**config.mk**
```make
export PLATFORM = sky130hd
export DESIGN_NAME = mcc_top
export DESIGN_NICKNAME = d
export VERILOG_FILES = /design/src/rtl/mcc_pkg.sv /design/src/rtl/mcc_opclass.sv /design/src/rtl/mcc_seq.sv /design/src/rtl/mcc_outdec.sv /design/src/rtl/mcc_aludec.sv /design/src/rtl/mcc_top.sv
export SDC_FILE = /design/constraint.sdc
export NUM_CORES = 1
export LEC_CHECK = 0
export BUFFER_PORTS_ARGS = -buffer_cell sky130_fd_sc_hd__buf_2
export CORE_AREA = 5 5 44 46
export DETAILED_ROUTE_END_ITERATION = 16
export DIE_AREA = 0 0 49 51
export PLACE_DENSITY = 0.74
export REMOVE_ABC_BUFFERS = 1
export SETUP_SLACK_MARGIN = 0.3
export SLEW_MARGIN = 20
export SYNTH_ARGS = -nofsm -noshare
export SYNTH_HDL_FRONTEND = slang
export SYNTH_HIERARCHICAL = 1
export SYNTH_SLANG_ARGS = --single-unit
```
**constraint.sdc**
```tcl
create_clock -name clk -period 4.88 [get_ports clk]
set_input_delay 0.976 -clock clk [delete_from_list [all_inputs] [get_ports clk]]
set_output_delay 0.976 -clock clk [all_outputs]
set_load 0.005 [all_outputs]
```
**src/rtl/mcc_pkg.sv**
```systemverilog
`timescale 1ns/1ps
package mcc_pkg;
  localparam int OP_W   = 6;
  localparam int FN_W   = 6;
  localparam int AF_W   = 3;
  localparam int PCS_W  = 2;
  localparam int SRCB_W = 2;
  localparam int MODE_W = 2;

  localparam logic [OP_W-1:0] OP_REG   = 6'h00;
  localparam logic [OP_W-1:0] OP_LOAD  = 6'h23;
  localparam logic [OP_W-1:0] OP_STORE = 6'h2B;
  localparam logic [OP_W-1:0] OP_BEQ   = 6'h04;
  localparam logic [OP_W-1:0] OP_JUMP  = 6'h02;

  localparam logic [FN_W-1:0] FN_ADD = 6'h20;
  localparam logic [FN_W-1:0] FN_SUB = 6'h22;
  localparam logic [FN_W-1:0] FN_AND = 6'h24;
  localparam logic [FN_W-1:0] FN_OR  = 6'h25;
  localparam logic [FN_W-1:0] FN_SLT = 6'h2A;

  localparam logic [AF_W-1:0] AF_AND = 3'b000;
  localparam logic [AF_W-1:0] AF_OR  = 3'b001;
  localparam logic [AF_W-1:0] AF_ADD = 3'b010;
  localparam logic [AF_W-1:0] AF_SUB = 3'b110;
  localparam logic [AF_W-1:0] AF_SLT = 3'b111;

  localparam logic [MODE_W-1:0] MODE_ADD = 2'b00;
  localparam logic [MODE_W-1:0] MODE_SUB = 2'b01;
  localparam logic [MODE_W-1:0] MODE_FN  = 2'b10;

  localparam logic [PCS_W-1:0] PCS_ALU  = 2'd0;
  localparam logic [PCS_W-1:0] PCS_OUTR = 2'd1;
  localparam logic [PCS_W-1:0] PCS_JMP  = 2'd2;
  localparam logic [PCS_W-1:0] PCS_VEC  = 2'd3;

  localparam logic [SRCB_W-1:0] SB_REG   = 2'd0;
  localparam logic [SRCB_W-1:0] SB_FOUR  = 2'd1;
  localparam logic [SRCB_W-1:0] SB_IMM   = 2'd2;
  localparam logic [SRCB_W-1:0] SB_IMMSH = 2'd3;

  typedef enum logic [3:0] {
    ST_FETCH, ST_DECODE, ST_LDADDR, ST_LDRD, ST_LDWB,
    ST_STADDR, ST_STWR, ST_REXE, ST_RWB, ST_BRANCH,
    ST_JUMP, ST_TRAP
  } state_t;

  typedef enum logic [2:0] {
    CL_REG, CL_LOAD, CL_STORE, CL_BRANCH, CL_JUMP, CL_BAD
  } iclass_t;

  typedef struct packed {
    logic              pc_wr;
    logic              pc_wr_cond;
    logic              addr_sel;
    logic              mem_rd;
    logic              mem_wr;
    logic              wb_sel;
    logic              instr_ld;
    logic [PCS_W-1:0]  pc_src;
    logic [MODE_W-1:0] alu_mode;
    logic              alu_a_sel;
    logic [SRCB_W-1:0] alu_b_sel;
    logic              rf_wr;
    logic              rf_dst;
    logic              epc_ld;
    logic              cause_ld;
    logic              cause_code;
  } ctl_t;
endpackage

```
**src/rtl/mcc_opclass.sv**
```systemverilog
`timescale 1ns/1ps
module mcc_opclass
  import mcc_pkg::*;
(
  input  logic [OP_W-1:0] opcode,
  output iclass_t         iclass
);
  always_comb begin
    unique case (opcode)
      OP_REG:   iclass = CL_REG;
      OP_LOAD:  iclass = CL_LOAD;
      OP_STORE: iclass = CL_STORE;
      OP_BEQ:   iclass = CL_BRANCH;
      OP_JUMP:  iclass = CL_JUMP;
      default:  iclass = CL_BAD;
    endcase
  end
endmodule

```
**src/rtl/mcc_seq.sv**
```systemverilog
`timescale 1ns/1ps
module mcc_seq
  import mcc_pkg::*;
(
  input  logic    clk,
  input  logic    rst_n,
  input  iclass_t iclass,
  output state_t  state
);
  state_t nxt;

  // The class is consulted only while decoding; every other state has a fixed successor.
  always_comb begin
    nxt = ST_FETCH;
    unique case (state)
      ST_FETCH:  nxt = ST_DECODE;
      ST_DECODE: begin
        unique case (iclass)
          CL_REG:    nxt = ST_REXE;
          CL_LOAD:   nxt = ST_LDADDR;
          CL_STORE:  nxt = ST_STADDR;
          CL_BRANCH: nxt = ST_BRANCH;
          CL_JUMP:   nxt = ST_JUMP;
          default:   nxt = ST_TRAP;
        endcase
      end
      ST_LDADDR: nxt = ST_LDRD;
      ST_LDRD:   nxt = ST_LDWB;
      ST_STADDR: nxt = ST_STWR;
      ST_REXE:   nxt = ST_RWB;
      default:   nxt = ST_FETCH;
    endcase
  end

  always_ff @(posedge clk or negedge rst_n) begin
    if (!rst_n) state <= ST_FETCH;
    else        state <= nxt;
  end
endmodule

```
**src/rtl/mcc_outdec.sv**
```systemverilog
`timescale 1ns/1ps
module mcc_outdec
  import mcc_pkg::*;
(
  input  state_t state,
  output ctl_t   ctl
);
  always_comb begin
    ctl = '0;
    unique case (state)
      ST_FETCH: begin
        ctl.mem_rd    = 1'b1;
        ctl.instr_ld  = 1'b1;
        ctl.alu_b_sel = SB_FOUR;
        ctl.alu_mode  = MODE_ADD;
        ctl.pc_wr     = 1'b1;
        ctl.pc_src    = PCS_ALU;
      end
      ST_DECODE: begin
        ctl.alu_b_sel = SB_IMMSH;
        ctl.alu_mode  = MODE_ADD;
      end
      ST_LDADDR, ST_STADDR: begin
        ctl.alu_a_sel = 1'b1;
        ctl.alu_b_sel = SB_IMM;
        ctl.alu_mode  = MODE_ADD;
      end
      ST_LDRD: begin
        ctl.mem_rd   = 1'b1;
        ctl.addr_sel = 1'b1;
      end
      ST_LDWB: begin
        ctl.rf_wr  = 1'b1;
        ctl.wb_sel = 1'b1;
      end
      ST_STWR: begin
        ctl.mem_wr   = 1'b1;
        ctl.addr_sel = 1'b1;
      end
      ST_REXE: begin
        ctl.alu_a_sel = 1'b1;
        ctl.alu_b_sel = SB_REG;
        ctl.alu_mode  = MODE_FN;
      end
      ST_RWB: begin
        ctl.rf_wr  = 1'b1;
        ctl.rf_dst = 1'b1;
      end
      ST_BRANCH: begin
        ctl.alu_a_sel  = 1'b1;
        ctl.alu_b_sel  = SB_REG;
        ctl.alu_mode   = MODE_SUB;
        ctl.pc_wr_cond = 1'b1;
        ctl.pc_src     = PCS_OUTR;
      end
      ST_JUMP: begin
        ctl.pc_wr  = 1'b1;
        ctl.pc_src = PCS_JMP;
      end
      ST_TRAP: begin
        ctl.alu_b_sel  = SB_FOUR;
        ctl.alu_mode   = MODE_SUB;
        ctl.epc_ld     = 1'b1;
        ctl.cause_ld   = 1'b1;
        ctl.cause_code = 1'b0;
        ctl.pc_wr      = 1'b1;
        ctl.pc_src     = PCS_VEC;
      end
      default: ctl = '0;
    endcase
  end
endmodule

```
**src/rtl/mcc_aludec.sv**
```systemverilog
`timescale 1ns/1ps
module mcc_aludec
  import mcc_pkg::*;
(
  input  logic [MODE_W-1:0] alu_mode,
  input  logic [FN_W-1:0]   funct,
  output logic [AF_W-1:0]   alu_func
);
  always_comb begin
    alu_func = AF_ADD;
    if (alu_mode == MODE_SUB) begin
      alu_func = AF_SUB;
    end else if (alu_mode == MODE_FN) begin
      unique case (funct)
        FN_ADD:  alu_func = AF_ADD;
        FN_SUB:  alu_func = AF_SUB;
        FN_AND:  alu_func = AF_AND;
        FN_OR:   alu_func = AF_OR;
        FN_SLT:  alu_func = AF_SLT;
        default: alu_func = AF_ADD;
      endcase
    end
  end
endmodule

```
**src/rtl/mcc_top.sv**
```systemverilog
`timescale 1ns/1ps
module mcc_top
  import mcc_pkg::*;
(
  input  logic        clk,
  input  logic        rst_n,
  input  logic [5:0]  opcode,
  input  logic [5:0]  funct,
  output logic        pc_wr,
  output logic        pc_wr_cond,
  output logic        addr_sel,
  output logic        mem_rd,
  output logic        mem_wr,
  output logic        wb_sel,
  output logic        instr_ld,
  output logic [1:0]  pc_src,
  output logic [1:0]  alu_mode,
  output logic        alu_a_sel,
  output logic [1:0]  alu_b_sel,
  output logic        rf_wr,
  output logic        rf_dst,
  output logic        epc_ld,
  output logic        cause_ld,
  output logic        cause_code,
  output logic [2:0]  alu_func
);
  iclass_t iclass;
  state_t  state;
  ctl_t    ctl;

  mcc_opclass u_class (.opcode(opcode), .iclass(iclass));
  mcc_seq     u_seq   (.clk(clk), .rst_n(rst_n), .iclass(iclass), .state(state));
  mcc_outdec  u_out   (.state(state), .ctl(ctl));
  mcc_aludec  u_alu   (.alu_mode(ctl.alu_mode), .funct(funct), .alu_func(alu_func));

  assign pc_wr      = ctl.pc_wr;
  assign pc_wr_cond = ctl.pc_wr_cond;
  assign addr_sel   = ctl.addr_sel;
  assign mem_rd     = ctl.mem_rd;
  assign mem_wr     = ctl.mem_wr;
  assign wb_sel     = ctl.wb_sel;
  assign instr_ld   = ctl.instr_ld;
  assign pc_src     = ctl.pc_src;
  assign alu_mode   = ctl.alu_mode;
  assign alu_a_sel  = ctl.alu_a_sel;
  assign alu_b_sel  = ctl.alu_b_sel;
  assign rf_wr      = ctl.rf_wr;
  assign rf_dst     = ctl.rf_dst;
  assign epc_ld     = ctl.epc_ld;
  assign cause_ld   = ctl.cause_ld;
  assign cause_code = ctl.cause_code;
endmodule

```
==> insert_results.sql <==
INSERT INTO impl_metrics (metric_group, metric, value, unit) VALUES
('status', 'outcome', 'complete, no violations', ''),
('detailed_routing', 'initial_drc_count', '8', ''),
('worst_setup_path', 'cp.arrival', '1990', 'ps'),
('sta', 'number_of_pins_exceeding_their_max_slew_limit_in_the_final_report', '0', ''),
('floorplanning', 'number_of_i_o_pins', '36', ''),
('detailed_routing', 'highest_layer', 'met4', ''),
('detailed_routing', 'length_of_routed_met3_wiring', '204', 'um'),
('worst_setup_path', 'critical_path_peak_fanout', '18', ''),
('detailed_routing', 'routed_wirelength', '1.65', 'mm'),
('clocking', 'cts-resized-gates', '0', ''),
('clocking', 'source_to_sink_clock_delay_at_the_later_pin_of_the_worst_skew_pair', '240', 'ps'),
('sta', 'final_hold_violation_count', '0', ''),
('sta', 'hold-worst-slack', '528', 'ps'),
('detailed_routing', 'routed_metal_1_wirelength', '695', 'um'),
('detailed_routing', 'post_drt_wl_per_cell', '13.8', 'um'),
('floorplanning', 'die_outline_area', '0.00250', 'mm^2'),
('clocking', 'cts_tree', 'built', ''),
('global_routing', 'grt_first_pass_wirelength', '2.57', 'mm'),
('layout', 'layout_commonest_cell', 'sky130_fd_sc_hd__buf_2', ''),
('global_routing', 'largest_net_degree_at_the_start_of_global_routing', '19', ''),
('placed_design', 'finalWeightedCongestion', '0.750', ''),
('power_and_ir_drop', 'p_sw_share', '47.2', '%'),
('worst_setup_path', 'timing.setup.critical_path_class', 'reg2out', ''),
('synthesis', 'post_synth_num_cell_types', '37', ''),
('floorplanning', 'chipWidth', '49', 'um'),
('floorplanning', 'num_rows', '14', ''),
('sta', 'timing.final.crit_share', '60.7', '%'),
('power_and_ir_drop', 'internal-power', '0.000188', 'W'),
('synthesis', 'synthesis.yosys.warnings', '6', ''),
('sta', 'finalSetupViolCount', '0', ''),
('clocking', 'clock_sinks', '4', ''),
('floorplanning', 'die_height', '51', 'um'),
('global_routing', 'grt_overflow_total', '0', ''),
('sta', 'finClkSkew', '7.23', 'ps'),
('clocking', 'cts_max_path_buffers', '2', ''),
('synthesis', 'postSynthCellCount', '73', ''),
('hold_path', 'worst_hold_path_type', 'in2async', ''),
('sta', 'maxSlewHeadroom', '62.7', '%'),
('floorplanning', 'placeableCoreArea', '0.00147', 'mm^2'),
('clocking', 'worst_setup_hold_path_clk_slew', '40', 'ps'),
('synthesis', 'post_synth.cell_area_avg', '7.87', 'um^2'),
('synthesis', 'synth.cell_area', '574', 'um^2'),
('global_routing', 'overall_global_routing_resource_usage', '12.7', '%'),
('layout', 'layout.cells.most_common_list', '34 x sky130_fd_sc_hd__buf_2, 8 x sky130_fd_sc_hd__nor2_1, 6 x sky130_fd_sc_hd__inv_1', ''),
('layout', 'final_nets', '120', ''),
('sta', 'tns', '0', 'ps'),
('power_and_ir_drop', 'leakage_power_total', '0.366', 'nW'),
('layout', 'registers_with_the_highest_flip_flop_counts', 'u_seq/state (4)', ''),
('global_routing', 'number_of_antenna_violations_at_the_first_check_in_global_routing', '0', ''),
('layout', 'largest_reg_flops', '4', ''),
('worst_setup_path', 'endpoint_kind', 'output port', ''),
('synthesis', 'ys_seq_area_share', '17.4', '%'),
('detailed_routing', 'post-route-drc-count', '0', ''),
('detailed_routing', 'drtAntennaViolNets', '0', ''),
('power_and_ir_drop', 'pwr-share-seq', '28.2', '%'),
('clocking', 'cts.repair_timing.setup_buffer_count', '0', ''),
('sta', 'layout_min_cycle_time', '2960', 'ps'),
('power_and_ir_drop', 'clk_pwr_share', '12.0', '%'),
('sta', 'achievable-frequency', '338', 'MHz'),
('clocking', 'cts-root-buf', 'sky130_fd_sc_hd__clkbuf_4', ''),
('sta', 'worstMarginPinSlew', '559', 'ps'),
('power_and_ir_drop', 'ratio_of_total_power_to_cell_area', '479', 'mW/mm^2'),
('flow_run', 'max-cap-violations', '0', ''),
('sta', 'rsz0062_at_grt', 'no', ''),
('power_and_ir_drop', 'vdd.ir_drop.worst', '0.257', 'mV'),
('worst_setup_path', 'critical_path.startpoint_type', 'flip-flop', ''),
('layout', 'register_ranked_first_by_flip_flop_count', 'u_seq/state', ''),
('floorplanning', 'initial_utilization', '39.0', '%'),
('clocking', 'tritoncts.num_buffers', '3', ''),
('worst_setup_path', 'worst-endpoint-required', '3900', 'ps'),
('detailed_routing', 'drt_first_pass_iters', '4', '');
synth_stat cells (all sizes together):
cell type | instances | area, um^2
nor2 | 8 | 30.0
buf | 6 | 43.8
inv | 6 | 22.5
a21oi | 4 | 20.0
dfrtp | 4 | 100
nand2b | 4 | 25.0
a211oi | 3 | 27.5
and4bb | 3 | 37.5
nand2 | 3 | 11.3
nor3 | 3 | 15.0
or2 | 3 | 18.8
a21o | 2 | 15.0
nand4b | 2 | 17.5
nor3b | 2 | 15.0
o41ai | 2 | 25.0
or3 | 2 | 12.5
xnor2 | 2 | 17.5
a22o | 1 | 8.76
conb | 1 | 3.75
nand3 | 1 | 5.00
nand4 | 1 | 6.26
nand4bb | 1 | 11.3
nor2b | 1 | 6.26
o2111a | 1 | 11.3
o21a | 1 | 7.51
o221ai | 1 | 15.0
o22ai | 1 | 6.26
o31a | 1 | 8.76
or3b | 1 | 8.76
or4 | 1 | 11.3
or4b | 1 | 10.0
cells by family after synthesis:
family          synth area share [%]
flops                           17.4
other cells                    0.653
compound gates                  25.3
simple gates                    42.0
xor+xnor                        3.05
buf+inv                         11.5
per-stage QoR:
stage | std cells | area [um^2] | utilization, % | setup WS, ps | power, W
6_report | 120 | 743 | 50.5 | 1920 | 0.000356
5_1_grt | 120 | 743 | 50.5 | 1740 | 0.000392
4_1_cts | 120 | 743 | 50.5 | 1920 | 0.000357
3_5_place_dp | 117 | 721 | 49.0 | 2190 | 0.000313
3_3_place_gp | 117 | 721 | 49.0 | 2310 | 0.000310
2_1_floorplan | 67 | 531 | - | 2420 | 0.000221
layout make-up:
cell class,count,area (um^2)
fillers,150,728
multi-input cells,57,408
repair buffers,34,170
flip-flops and latches,4,100
clock buffers,3,22.5
inverters,6,22.5
well taps,16,20.0
routing by layer:
layer | up-vias | GRT usage (%)
met1 | 303 | 14.2
met5 | - | 0
met2 | 35 | 20.7
met3 | 2 | 5.23
li1 | 329 | -
met4 | 0 | 6.73
path summary, 6_finish.rpt:
check / startpoint / to / slack [ps] / depth (start not counted)
setup / recovery: u_seq/state[3] / alu_func[2] / 1920 / 5
hold / removal: rst_n / u_seq/state[0] / 530 / 1
setup reg to reg: u_seq/state[3] / u_seq/state[1] / 3570 / 2
hold reg to reg: u_seq/state[1] / u_seq/state[1] / 750 / 1
max in group asynchronous: rst_n / u_seq/state[1] / 4230 / 1
min in group clk: u_seq/state[1] / u_seq/state[1] / 750 / 1
power by group through the flow:
| stage | logic, W | registers (W) | clock network (W) |
|---|---|---|---|
| floorplan | 0.000136 | 0.0000855 | 0 |
| global placement | 0.000214 | 0.0000964 | 0 |
| detailed placement | 0.000215 | 0.0000984 | 0 |
| CTS | 0.000216 | 0.0000981 | 0.0000433 |
| global route | 0.000240 | 0.000106 | 0.0000471 |
| finish | 0.000213 | 0.000100 | 0.0000426 |
critical path: stages (launching register included):
cell and delay (ps):
sky130_fd_sc_hd__dfrtp_1 690, sky130_fd_sc_hd__nand2b_1 220, sky130_fd_sc_hd__nor2_1 230, sky130_fd_sc_hd__and4bb_2 290, sky130_fd_sc_hd__a22o_1 180, sky130_fd_sc_hd__buf_2 120
No activity file was read; power rests on OpenSTA's default activity.
